### src/rtl/fb_pkg.sv
package fb_pkg;
  localparam int FB_OFF_W  = 3;
  localparam int FB_PCNT_W = FB_OFF_W + 1;

  typedef enum logic [2:0] {
    FS_IDLE,
    FS_RUN,
    FS_STOP1,
    FS_STOP2,
    FS_DONE
  } fetch_st_t;

  function automatic logic [FB_OFF_W-1:0] unit_mask(input logic [1:0] sel);
    case (sel)
      2'b00:   return FB_OFF_W'(7);
      2'b01:   return FB_OFF_W'(3);
      default: return FB_OFF_W'(1);
    endcase
  endfunction
endpackage

### src/rtl/fb_beam.sv
module fb_beam #(
  parameter int HPOS_W = 9
) (
  input  logic              clk,
  input  logic              rst,
  input  logic [HPOS_W-1:0] line_len,
  output logic [HPOS_W-1:0] hpos,
  output logic              wrap
);
  assign wrap = (hpos >= line_len - HPOS_W'(1));

  always_ff @(posedge clk) begin
    if (rst)       hpos <= '0;
    else if (wrap) hpos <= '0;
    else           hpos <= hpos + HPOS_W'(1);
  end
endmodule

### src/rtl/fb_slot_map.sv
module fb_slot_map
  import fb_pkg::*;
(
  input  logic [FB_OFF_W-1:0] off,
  input  logic [FB_OFF_W-1:0] mask,
  output logic [FB_OFF_W-1:0] plane
);
  logic [FB_OFF_W-1:0] inv;
  logic [FB_OFF_W-1:0] rev_all [1:FB_OFF_W];

  assign inv = ~off & mask;

  // plane = bit-reversed complement of the offset over the unit's width
  for (genvar g = 1; g <= FB_OFF_W; g++) begin : g_width
    for (genvar b = 0; b < FB_OFF_W; b++) begin : g_bit
      if (b < g) begin : g_use
        assign rev_all[g][b] = inv[g-1-b];
      end else begin : g_zero
        assign rev_all[g][b] = 1'b0;
      end
    end
  end

  always_comb begin
    plane = '0;
    for (int k = 1; k <= FB_OFF_W; k++)
      if (mask == FB_OFF_W'((1 << k) - 1)) plane = rev_all[k];
  end
endmodule

### src/rtl/fb_refresh.sv
module fb_refresh #(
  parameter int HPOS_W = 9,
  parameter int TAIL   = 2
) (
  input  logic [HPOS_W-1:0] hpos,
  input  logic [HPOS_W-1:0] line_len,
  input  logic              suppress,
  output logic              is_slot
);
  logic early, late;
  assign early   = (hpos == HPOS_W'(1)) || (hpos == HPOS_W'(3)) || (hpos == HPOS_W'(5));
  assign late    = ({1'b0, hpos} + (HPOS_W+1)'(TAIL)) >= {1'b0, line_len};
  assign is_slot = !suppress && (early || late);
endmodule

### src/rtl/fb_fetch_seq.sv
module fb_fetch_seq
  import fb_pkg::*;
#(
  parameter int HPOS_W       = 9,
  parameter int REFRESH_TAIL = 2
) (
  input  logic                 clk,
  input  logic                 rst,
  input  logic [HPOS_W-1:0]    line_len,
  input  logic [HPOS_W-1:0]    win_start,
  input  logic [HPOS_W-1:0]    win_stop,
  input  logic [1:0]           unit_sel,
  input  logic [FB_PCNT_W-1:0] plane_cnt,
  input  logic [FB_OFF_W-1:0]  mod_cycle,
  input  logic                 dma_en,
  input  logic                 vbeam_mode,
  output logic                 req_valid,
  output logic [FB_OFF_W-1:0]  req_plane,
  output logic                 mod_add,
  output logic                 refresh_conflict
);
  localparam int OFF_W = FB_OFF_W;

  logic [HPOS_W-1:0] h;
  logic              wrap;
  fetch_st_t         st, ns, st_eff;
  logic [OFF_W-1:0]  off, noff, umask;
  logic              ovr_pend, ovr_mod;
  logic [HPOS_W-1:0] ovr_end;
  logic [OFF_W-1:0]  ovr_shift;

  logic              start_now, run_now, ovr_now, stop_hit, unit_end;
  logic [OFF_W-1:0]  mask_now, off_now, ovr_off, slot_off, slot_mask, plane;
  logic              fetch_ok, mod_now, ref_slot;
  logic [HPOS_W-1:0] unit_len, left_len;

  fb_beam #(.HPOS_W(HPOS_W)) u_beam (
    .clk(clk), .rst(rst), .line_len(line_len), .hpos(h), .wrap(wrap)
  );

  fb_slot_map u_map (.off(slot_off), .mask(slot_mask), .plane(plane));

  fb_refresh #(.HPOS_W(HPOS_W), .TAIL(REFRESH_TAIL)) u_ref (
    .hpos(h), .line_len(line_len), .suppress(vbeam_mode), .is_slot(ref_slot)
  );

  // slot selection for the current beam position
  always_comb begin
    start_now = (st == FS_IDLE) && dma_en && (h == win_start);
    run_now   = start_now || (st == FS_RUN) || (st == FS_STOP1) || (st == FS_STOP2);
    mask_now  = start_now ? unit_mask(unit_sel) : umask;
    off_now   = start_now ? '0 : off;
    ovr_now   = ovr_pend && !start_now;
    ovr_off   = (h[OFF_W-1:0] + ovr_shift) & umask;
    slot_off  = run_now ? off_now : ovr_off;
    slot_mask = run_now ? mask_now : umask;
    fetch_ok  = (run_now || ovr_now) && dma_en && ({1'b0, plane} < plane_cnt);
    mod_now   = fetch_ok && (slot_off >= mod_cycle) &&
                (run_now ? (st == FS_STOP2) : ovr_mod);
  end

  // window progression
  always_comb begin
    st_eff   = start_now ? FS_RUN : st;
    stop_hit = run_now && (h == win_stop) && (st_eff == FS_RUN);
    unit_end = (off_now == mask_now);
    ns       = st;
    noff     = off;
    if (run_now) begin
      noff = (off_now + OFF_W'(1)) & mask_now;
      case (st_eff)
        FS_RUN:   ns = unit_end ? (stop_hit ? FS_STOP2 : FS_RUN)
                                : (stop_hit ? FS_STOP1 : FS_RUN);
        FS_STOP1: ns = unit_end ? FS_STOP2 : FS_STOP1;
        FS_STOP2: ns = unit_end ? FS_DONE  : FS_STOP2;
        default:  ns = st_eff;
      endcase
    end
    unit_len = HPOS_W'(mask_now) + HPOS_W'(1);
    left_len = unit_len - HPOS_W'(noff);
  end

  always_ff @(posedge clk) begin
    if (rst) begin
      st        <= FS_IDLE;
      off       <= '0;
      umask     <= unit_mask(2'b00);
      ovr_pend  <= 1'b0;
      ovr_mod   <= 1'b0;
      ovr_end   <= '0;
      ovr_shift <= '0;
    end else begin
      umask <= mask_now;
      if (wrap) begin
        st        <= FS_IDLE;
        off       <= '0;
        ovr_shift <= noff;
        ovr_pend  <= 1'b0;
        ovr_mod   <= 1'b0;
        ovr_end   <= '0;
        if (dma_en && (plane_cnt != '0)) begin
          if (ns == FS_STOP1) begin
            ovr_pend <= 1'b1;
            ovr_end  <= left_len + unit_len;
          end else if (ns == FS_STOP2) begin
            ovr_pend <= 1'b1;
            ovr_mod  <= 1'b1;
            ovr_end  <= left_len;
          end
        end
      end else begin
        st  <= ns;
        off <= noff;
        if (start_now)
          ovr_pend <= 1'b0;
        else if (ovr_pend && (h == ovr_end - HPOS_W'(1)))
          ovr_pend <= 1'b0;
      end
    end
  end

  always_ff @(posedge clk) begin
    if (rst) begin
      req_valid        <= 1'b0;
      req_plane        <= '0;
      mod_add          <= 1'b0;
      refresh_conflict <= 1'b0;
    end else begin
      req_valid        <= fetch_ok;
      req_plane        <= fetch_ok ? plane : '0;
      mod_add          <= mod_now;
      refresh_conflict <= fetch_ok && ref_slot;
    end
  end

  // a request never names a plane outside the enabled count
  assert_plane_in_range_R5: assert property (@(posedge clk) disable iff (rst)
    req_valid |-> ({1'b0, req_plane} < $past(plane_cnt)));

  // disabled DMA issues no request
  assert_no_req_when_off_R6: assert property (@(posedge clk) disable iff (rst)
    !$past(dma_en) |-> !req_valid);

  // modulo strobe only travels with a fetch
  assert_mod_with_req_R7: assert property (@(posedge clk) disable iff (rst)
    mod_add |-> req_valid);

  // conflict needs a fetch and no variable-beam mode
  assert_conflict_gated_R8: assert property (@(posedge clk) disable iff (rst)
    refresh_conflict |-> (req_valid && !$past(vbeam_mode)));

  // a pending carry-over always lies ahead of the beam
  assert_ovr_ahead_R9: assert property (@(posedge clk) disable iff (rst)
    ovr_pend |-> (h < ovr_end));

  // outputs come out of reset cleared
  assert_reset_clear_R1: assert property (@(posedge clk)
    $past(rst) |-> (!req_valid && !mod_add && !refresh_conflict));
endmodule

### config.mk
export PLATFORM = sky130hd
export DESIGN_NAME = fb_fetch_seq
export DESIGN_NICKNAME = d
export VERILOG_FILES = /design/src/rtl/fb_pkg.sv /design/src/rtl/fb_beam.sv /design/src/rtl/fb_slot_map.sv /design/src/rtl/fb_refresh.sv /design/src/rtl/fb_fetch_seq.sv
export SDC_FILE = /design/constraint.sdc
export NUM_CORES = 1
export LEC_CHECK = 0
export ABC_CLOCK_PERIOD_IN_PS = 9300
export CELL_PAD_IN_SITES_DETAIL_PLACEMENT = 0
export CELL_PAD_IN_SITES_GLOBAL_PLACEMENT = 1
export CORE_ASPECT_RATIO = 1.1
export CORE_MARGIN = 1
export CORE_UTILIZATION = 30
export DETAILED_ROUTE_END_ITERATION = 8
export GPL_TIMING_DRIVEN = 0
export PLACE_DENSITY = 0.64
export SLEW_MARGIN = 40
export SYNTH_ARGS = -nofsm -noshare
export SYNTH_HDL_FRONTEND = slang
export SYNTH_SLANG_ARGS = --single-unit
### constraint.sdc
create_clock -name clk -period 9.3 [get_ports clk]
set_input_delay 0.93 -clock clk [delete_from_list [all_inputs] [get_ports clk]]
set_output_delay 0.93 -clock clk [all_outputs]
set_load 0.01 [all_outputs]
==> results.cfg, run 1 <==
[run_status]
outcome = completed

[global_route]
grt_pass1_wl_mm = 14.7
grt_max_degree = 11
antenna_found_initial = 0
globalRouteOverflowTotal = 0
track_usage = 0.169
grt_pass1_vias = 2933

[route]
avgRoutedWirePerCell_um = 14.6
antenna_left = 0
vias_per_cell = 4.79
drc = 0
drt-total-wl_mm = 8.72
num_vias = 2862
drtIter0Drc = 126
drt_pass1_iterations = 4

[floorplanning]
die_area_mm2 = 0.0113
coreArea_mm2 = 0.0105
pin_count = 46
row_count = 39
fp.dieW_um = 101
die_h_um = 111
initial_core_util = 0.311

[clocking]
htree_num_levels = 2
root_buffer = clkbuf_16
ctsResizeCount = 0
clock_latency_ns = 0.28
cts_tree = built
cts_made_buffers = 5
clock_sinks = 35
cts_setup_buffers = 0
hold_buffers = 0
cts.path.max_buffers = 2
clk_pin_slew_ns = 0.06

[timing]
report.final.slew_viol_count = 0
rsz0062_at_grt = no
setup_tns_ns = 0
worst_slew_pin_slew_ns = 0.536
setup_viol_count_final = 0
fmax_mhz = 200
finalHoldViolations = 0
finalWorstSetupSlack_ns = 4.30
fin_crit_sh = 0.537
slew_headroom = 0.638
fin_worst_skew_ns = 0.00579
min_period_ns = 5.00

[yosys]
yosysWarnings = 0
syn_nets = 483
ys_types = 57
syn_inst = 402
synth_area_per_cell_um2 = 8.11
ys_seq_area_frac = 0.215
synth_top_flop_cell = dfxtp_1
synthArstFlopShare = 0
synth_edf_count = 0
synth-seq-cells = 35
netlist_area_mm2 = 0.00326

[setup_path]
reg2reg_from = u_beam.hpos[0]
path_cells = clkdlybuf4s50_1, nor4b_4, nand4_1, or3_1, buf_2, nand2b_1, ha_1, mux2i_1, inv_1, ha_1, fa_1, inv_1, ha_1, a21o_1, a21oi_1, xnor2_1, or2_2, a21oi_1, a221o_1
cp_slowest_cell = clkdlybuf4s50_1
crit_family = simple AND/OR/NAND/NOR gates
cpPeakStageDelay_ns = 0.52
worst-endpoint-required_ns = 9.52
r2r-end = ovr_end[3]
start_kind = input port
cp.buffers_inverters = 4
crit_end = ovr_end[3]
crit_cells = 19
crit_top_cell = ha_1
crit_path_end_kind = flop
crit_arrival_ns = 5.22
critPathKind = input port to flop
path_max_fanout = 9
ff2ff_setup_slack_ns = 4.91
ff2ff_path_depth = 19
cp-startpoint = dma_en

[layout]
drive_gt1_frac = 0.0725
num-fill-cells = 1098
n_antenna_cell = 0
final_cell_mix = clkdlybuf4s50_1 (45), nor2_1 (41), xnor2_1 (40)
area_growth_pct = 24.1
post-route-util = 0.386
layout.nets = 535
instances_no_fill = 598
final_common_cell = clkdlybuf4s50_1

[power]
p_total_uw = 404
leakage_uw = 0.00168
power_density_mw_per_mm2 = 99.8
peakVddDrop_v = 0.0000505

[placed_design]
portBuffers = 45
pre_cts_ws_ns = 4.01
place_congestion = 0.780
dpl.cell_count = 590
place.detailed.hpwl_mm = 7.20

[job]
maxCapViolations = 0

[min_path]
hold_path.class = flop to flop
-- worst register-to-register path: stages (launching register included) --
cell      delay (ns)
dfxtp_1         0.39
buf_2           0.28
xnor2_1         0.11
nand2_1         0.18
or3_1           0.14
buf_2           0.19
nand2b_1        0.21
ha_1            0.24
mux2i_1         0.37
inv_1           0.09
ha_1            0.23
fa_1            0.49
inv_1           0.08
ha_1            0.27
a21o_1          0.18
a21oi_1         0.22
xnor2_1         0.12
or2_2           0.29
a21oi_1         0.16
a221o_1         0.13
-- final cells by class --
cell class | instances | area, um2 | share of cell area
multi-input cells | 318 | 2340 | 0.579
flip-flops and latches | 35 | 701 | 0.173
repair buffers | 45 | 450 | 0.111
well taps | 143 | 179 | 0.0442
clock buffers | 8 | 156 | 0.0387
inverters | 32 | 121 | 0.0300
plain buffers | 17 | 96.3 | 0.0238
-- kinds of logic (layout without fill, tap and decap cells) --
logic type / Yosys count / count (layout) / synth area share
buffers and inverters: 49 / 102 / 0.0668
flip-flops: 35 / 35 / 0.215
XOR/XNOR: 54 / 54 / 0.145
multiplexers: 8 / 8 / 0.0303
adder cells (fa/ha/maj): 41 / 41 / 0.164
AND/OR/NAND/NOR: 140 / 140 / 0.223
AO/OA/AOI/OAI: 75 / 75 / 0.155
-- Yosys cell counts (5+ instances only) --
cell | instances | area share
or3_1 | 5 | 0.0096
buf_2 | 7 | 0.011
dfxtp_1 | 35 | 0.21
xnor2_1 | 40 | 0.11
o21ai_0 | 10 | 0.015
xor2_1 | 14 | 0.038
nand4_1 | 11 | 0.021
ha_1 | 38 | 0.15
nand3_1 | 8 | 0.012
nand2_1 | 28 | 0.032
nor2_1 | 41 | 0.047
and3_1 | 6 | 0.012
nand2b_1 | 7 | 0.013
or2_2 | 5 | 0.0096
a21oi_1 | 23 | 0.035
inv_1 | 31 | 0.036
o21a_1 | 6 | 0.014
nor3_1 | 9 | 0.014
-- how the worst min path moves through the flow --
| stage | from | to | slack, ns | cells past startpoint |
|---|---|---|---|---|
| 6_report | ovr_mod | mod_add | 0.48 | 2 |
| 3_5_place_dp | ovr_mod | mod_add | 0.47 | 2 |
| 4_1_cts | ovr_mod | mod_add | 0.48 | 2 |
| 2_1_floorplan | ovr_mod | mod_add | 0.44 | 2 |
| 3_3_place_gp | ovr_mod | mod_add | 0.47 | 2 |
| 5_1_grt | ovr_mod | mod_add | 0.51 | 2 |
-- through the flow --
stage	instance area, um2	hold slack, ns
detailed placement	3890	0.474
finish	4050	0.481
global route	4050	0.513
global placement	3890	0.475
CTS	4050	0.482
floorplan	3260	0.443
-- power breakdown --
part	internal [uW]	total (uW)	switching (uW)	leakage [uW]
Clock	114	176	61.6	0.0000772
Combinational	38.6	74.7	36.1	0.00133
Sequential	151	153	2.00	0.000283
-- registers in the layout (all words and copies together) (netlist names) --
signal,count
u_beam.hpos,9
umask,3
ovr_end,6
ovr_pend,1
ovr_mod,1
st,3
req_valid,1
mod_add,1
refresh_conflict,1
ovr_shift,3
req_plane,3
off,3
-- layer usage --
| layer | GRT usage | routed length (um) |
|---|---|---|
| met5 | 0 | 0 |
| met4 | 0.0493 | 182 |
| met3 | 0.0221 | 270 |
| met2 | 0.297 | 4130 |
| met1 | 0.211 | 4130 |
No activity file was read; power rests on OpenSTA's default activity.
==> run 2, diff against run 1 <==
--- a/config.mk
+++ b/config.mk
@@ -5,7 +5,7 @@
 export SDC_FILE = /design/constraint.sdc
 export NUM_CORES = 1
 export LEC_CHECK = 0
-export ABC_CLOCK_PERIOD_IN_PS = 9300
+export ABC_CLOCK_PERIOD_IN_PS = 4720
 export CELL_PAD_IN_SITES_DETAIL_PLACEMENT = 0
 export CELL_PAD_IN_SITES_GLOBAL_PLACEMENT = 1
 export CORE_ASPECT_RATIO = 1.1
==> constraint.sdc (replaced) <==
create_clock -name clk -period 4.72 [get_ports clk]
set_input_delay 0.472 -clock clk [delete_from_list [all_inputs] [get_ports clk]]
set_output_delay 0.472 -clock clk [all_outputs]
set_load 0.01 [all_outputs]
==> results.cfg, run 2 (synthesized netlist as in run 1, its figures left out) <==
[floorplanning]
coreArea_mm2 = 0.0105
die_h_um = 111
die_area_mm2 = 0.0113
pin_count = 46
fp.dieW_um = 101
initial_core_util = 0.311
row_count = 39

[layout]
final_area_mm2 = 0.00406
final_cell_mix = clkdlybuf4s50_1 (45), nor2_1 (41), xnor2_1 (40)
regMostFlops = u_beam.hpos
final_common_cell = clkdlybuf4s50_1
post-route-util = 0.387
largest_reg_flops = 9
largest_registers = u_beam.hpos: 9 flops, ovr_end: 6 flops
n_antenna_cell = 0
instances_no_fill = 598
layout.nets = 535
area_growth_pct = 24.5
drive_gt1_frac = 0.0813

[clocking]
clock_sinks = 35
clk_pin_slew_ns = 0.06
root_buffer = clkbuf_16
hold_buffers = 0
cts_tree = built
cts_made_buffers = 5
clock_latency_ns = 0.28
htree_num_levels = 2
cts_setup_buffers = 0
cts.path.max_buffers = 2
ctsResizeCount = 0

[run_status]
outcome = completed

[route]
drt-total-wl_mm = 8.75
antenna_left = 0
drtIter0Drc = 104
vias_per_cell = 4.85
num_vias = 2898
drc = 0
avgRoutedWirePerCell_um = 14.6
drt_pass1_iterations = 4

[placed_design]
portBuffers = 45
place_congestion = 0.780
dpl.cell_count = 590
place.detailed.hpwl_mm = 7.20
placed_area_mm2 = 0.00389

[setup_path]
worst-endpoint-required_ns = 4.88
r2r-end = ovr_end[3]
crit_arrival_ns = 4.51
ff2ff_path_depth = 18
start_kind = input port
critPathKind = input port to flop
cp-startpoint = dma_en
path_max_fanout = 9
ff2ff_setup_slack_ns = 0.51
crit_path_end_kind = flop
reg2reg_from = u_beam.hpos[0]

[job]
maxCapViolations = 0

[power]
leakage_uw = 0.00168
power_density_mw_per_mm2 = 196
p_total_uw = 794
peakVddDrop_v = 0.0000994

[global_route]
top_usage_layer = met2
met2_usage = 0.297
grt_pass1_vias = 2933
antenna_found_initial = 0
grt_pass1_wl_mm = 14.7
use_met1 = 0.211
globalRouteOverflowTotal = 0
track_usage = 0.169
grt_max_degree = 11
grtUsageMet3 = 0.0221

[min_path]
hold_path_startpoint = ovr_mod
whs_endpoint = mod_add
whs_path_depth = 2
hold_path.class = flop to flop

[timing]
report.final.slew_viol_count = 0
fin_worst_skew_ns = 0.00579
slew_headroom = 0.637
rsz0062_at_grt = no
worst_slew_pin_slew_ns = 0.538
setup_viol_count_final = 0
fin_crit_sh = 0.921
finalHoldViolations = 0
min_period_ns = 4.35
fmax_mhz = 230
run 2: changes by cell type in the layout (fill, tap and decap cells not counted):
| cell | change |
|---|---|
| a21oi_2 | +1 |
| nand2b_2 | +1 |
| a21oi_1 | -1 |
| o21ai_1 | +1 |
| nand2b_1 | -1 |
| o21ai_0 | -1 |
| mux2i_1 | -1 |
| ha_1 | -1 |
| ha_2 | +1 |
| mux2i_2 | +1 |
run 2: worst max-delay path by stage:
stage	to	slack, ns	depth (start not counted)
2_1_floorplan	ovr_end[3]	0.91	18
5_1_grt	ovr_end[3]	0.06	19
3_5_place_dp	ovr_end[3]	-0.11	19
3_3_place_gp	ovr_end[3]	-0.12	19
6_report	ovr_end[3]	0.37	19
4_1_cts	ovr_end[3]	0.14	19
run 2: where the power goes:
group	internal [uW]	switching, uW	leakage (uW)
Sequential	298	3.97	0.000283
Combinational	76.0	71.3	0.00132
Clock	225	120	0.0000772
run 2: final cells by class:
cell class	instances	area, um2
fillers	1097	6430
multi-input cells	318	2350
flip-flops and latches	35	701
repair buffers	45	450
well taps	143	179
clock buffers	8	156
inverters	32	121
plain buffers	17	96.3
run 2: metrics by stage:
step	worst slack, ns	hold slack (ns)	TNS (ns)
finish	0.373	0.481	0
CTS	0.144	0.482	0
global route	0.0574	0.513	0
detailed placement	-0.115	0.474	-0.115
floorplan	0.912	0.443	0
global placement	-0.121	0.475	-0.121
run 2: layer usage:
metal | vias to the layer above | wire length (um)
li1 | 1509 | -
met1 | 1308 | 4090
met2 | 70 | 4210
met3 | 11 | 284
met4 | 0 | 164
met5 | - | 0
run 2: critical path, cell delays in order:
cell and delay, ns:
clkdlybuf4s50_1 0.52, nor4b_4 0.27, nand4_1 0.18, or3_1 0.36
buf_2 0.19, nand2b_2 0.16, ha_1 0.18, mux2i_2 0.12
inv_1 0.09, ha_1 0.19, fa_1 0.42, inv_1 0.14
ha_1 0.25, a21o_1 0.19, a21oi_2 0.18, xnor2_1 0.16
or2_2 0.14, a21oi_1 0.06, a221o_1 0.26
==> run 3, diff against run 2 <==
--- a/config.mk
+++ b/config.mk
@@ -5,7 +5,7 @@
 export SDC_FILE = /design/constraint.sdc
 export NUM_CORES = 1
 export LEC_CHECK = 0
-export ABC_CLOCK_PERIOD_IN_PS = 4720
+export ABC_CLOCK_PERIOD_IN_PS = 5300
 export CELL_PAD_IN_SITES_DETAIL_PLACEMENT = 0
 export CELL_PAD_IN_SITES_GLOBAL_PLACEMENT = 1
 export CORE_ASPECT_RATIO = 1.1
==> constraint.sdc (replaced) <==
create_clock -name clk -period 5.3 [get_ports clk]
set_input_delay 0.53 -clock clk [delete_from_list [all_inputs] [get_ports clk]]
set_output_delay 0.53 -clock clk [all_outputs]
set_load 0.01 [all_outputs]
==> results of run 3 <==
Same layout as run 1 (identical final DEF). Status: completed.
Among the figures that moved: setup slack after placement 4.01 ns -> 0.407 ns; setup slack after layout 4.30 ns -> 0.701 ns; register-to-register setup slack 4.91 ns -> 0.91 ns; total power 404 uW -> 708 uW; worst IR drop on VDD 0.0000505 V -> 0.0000885 V
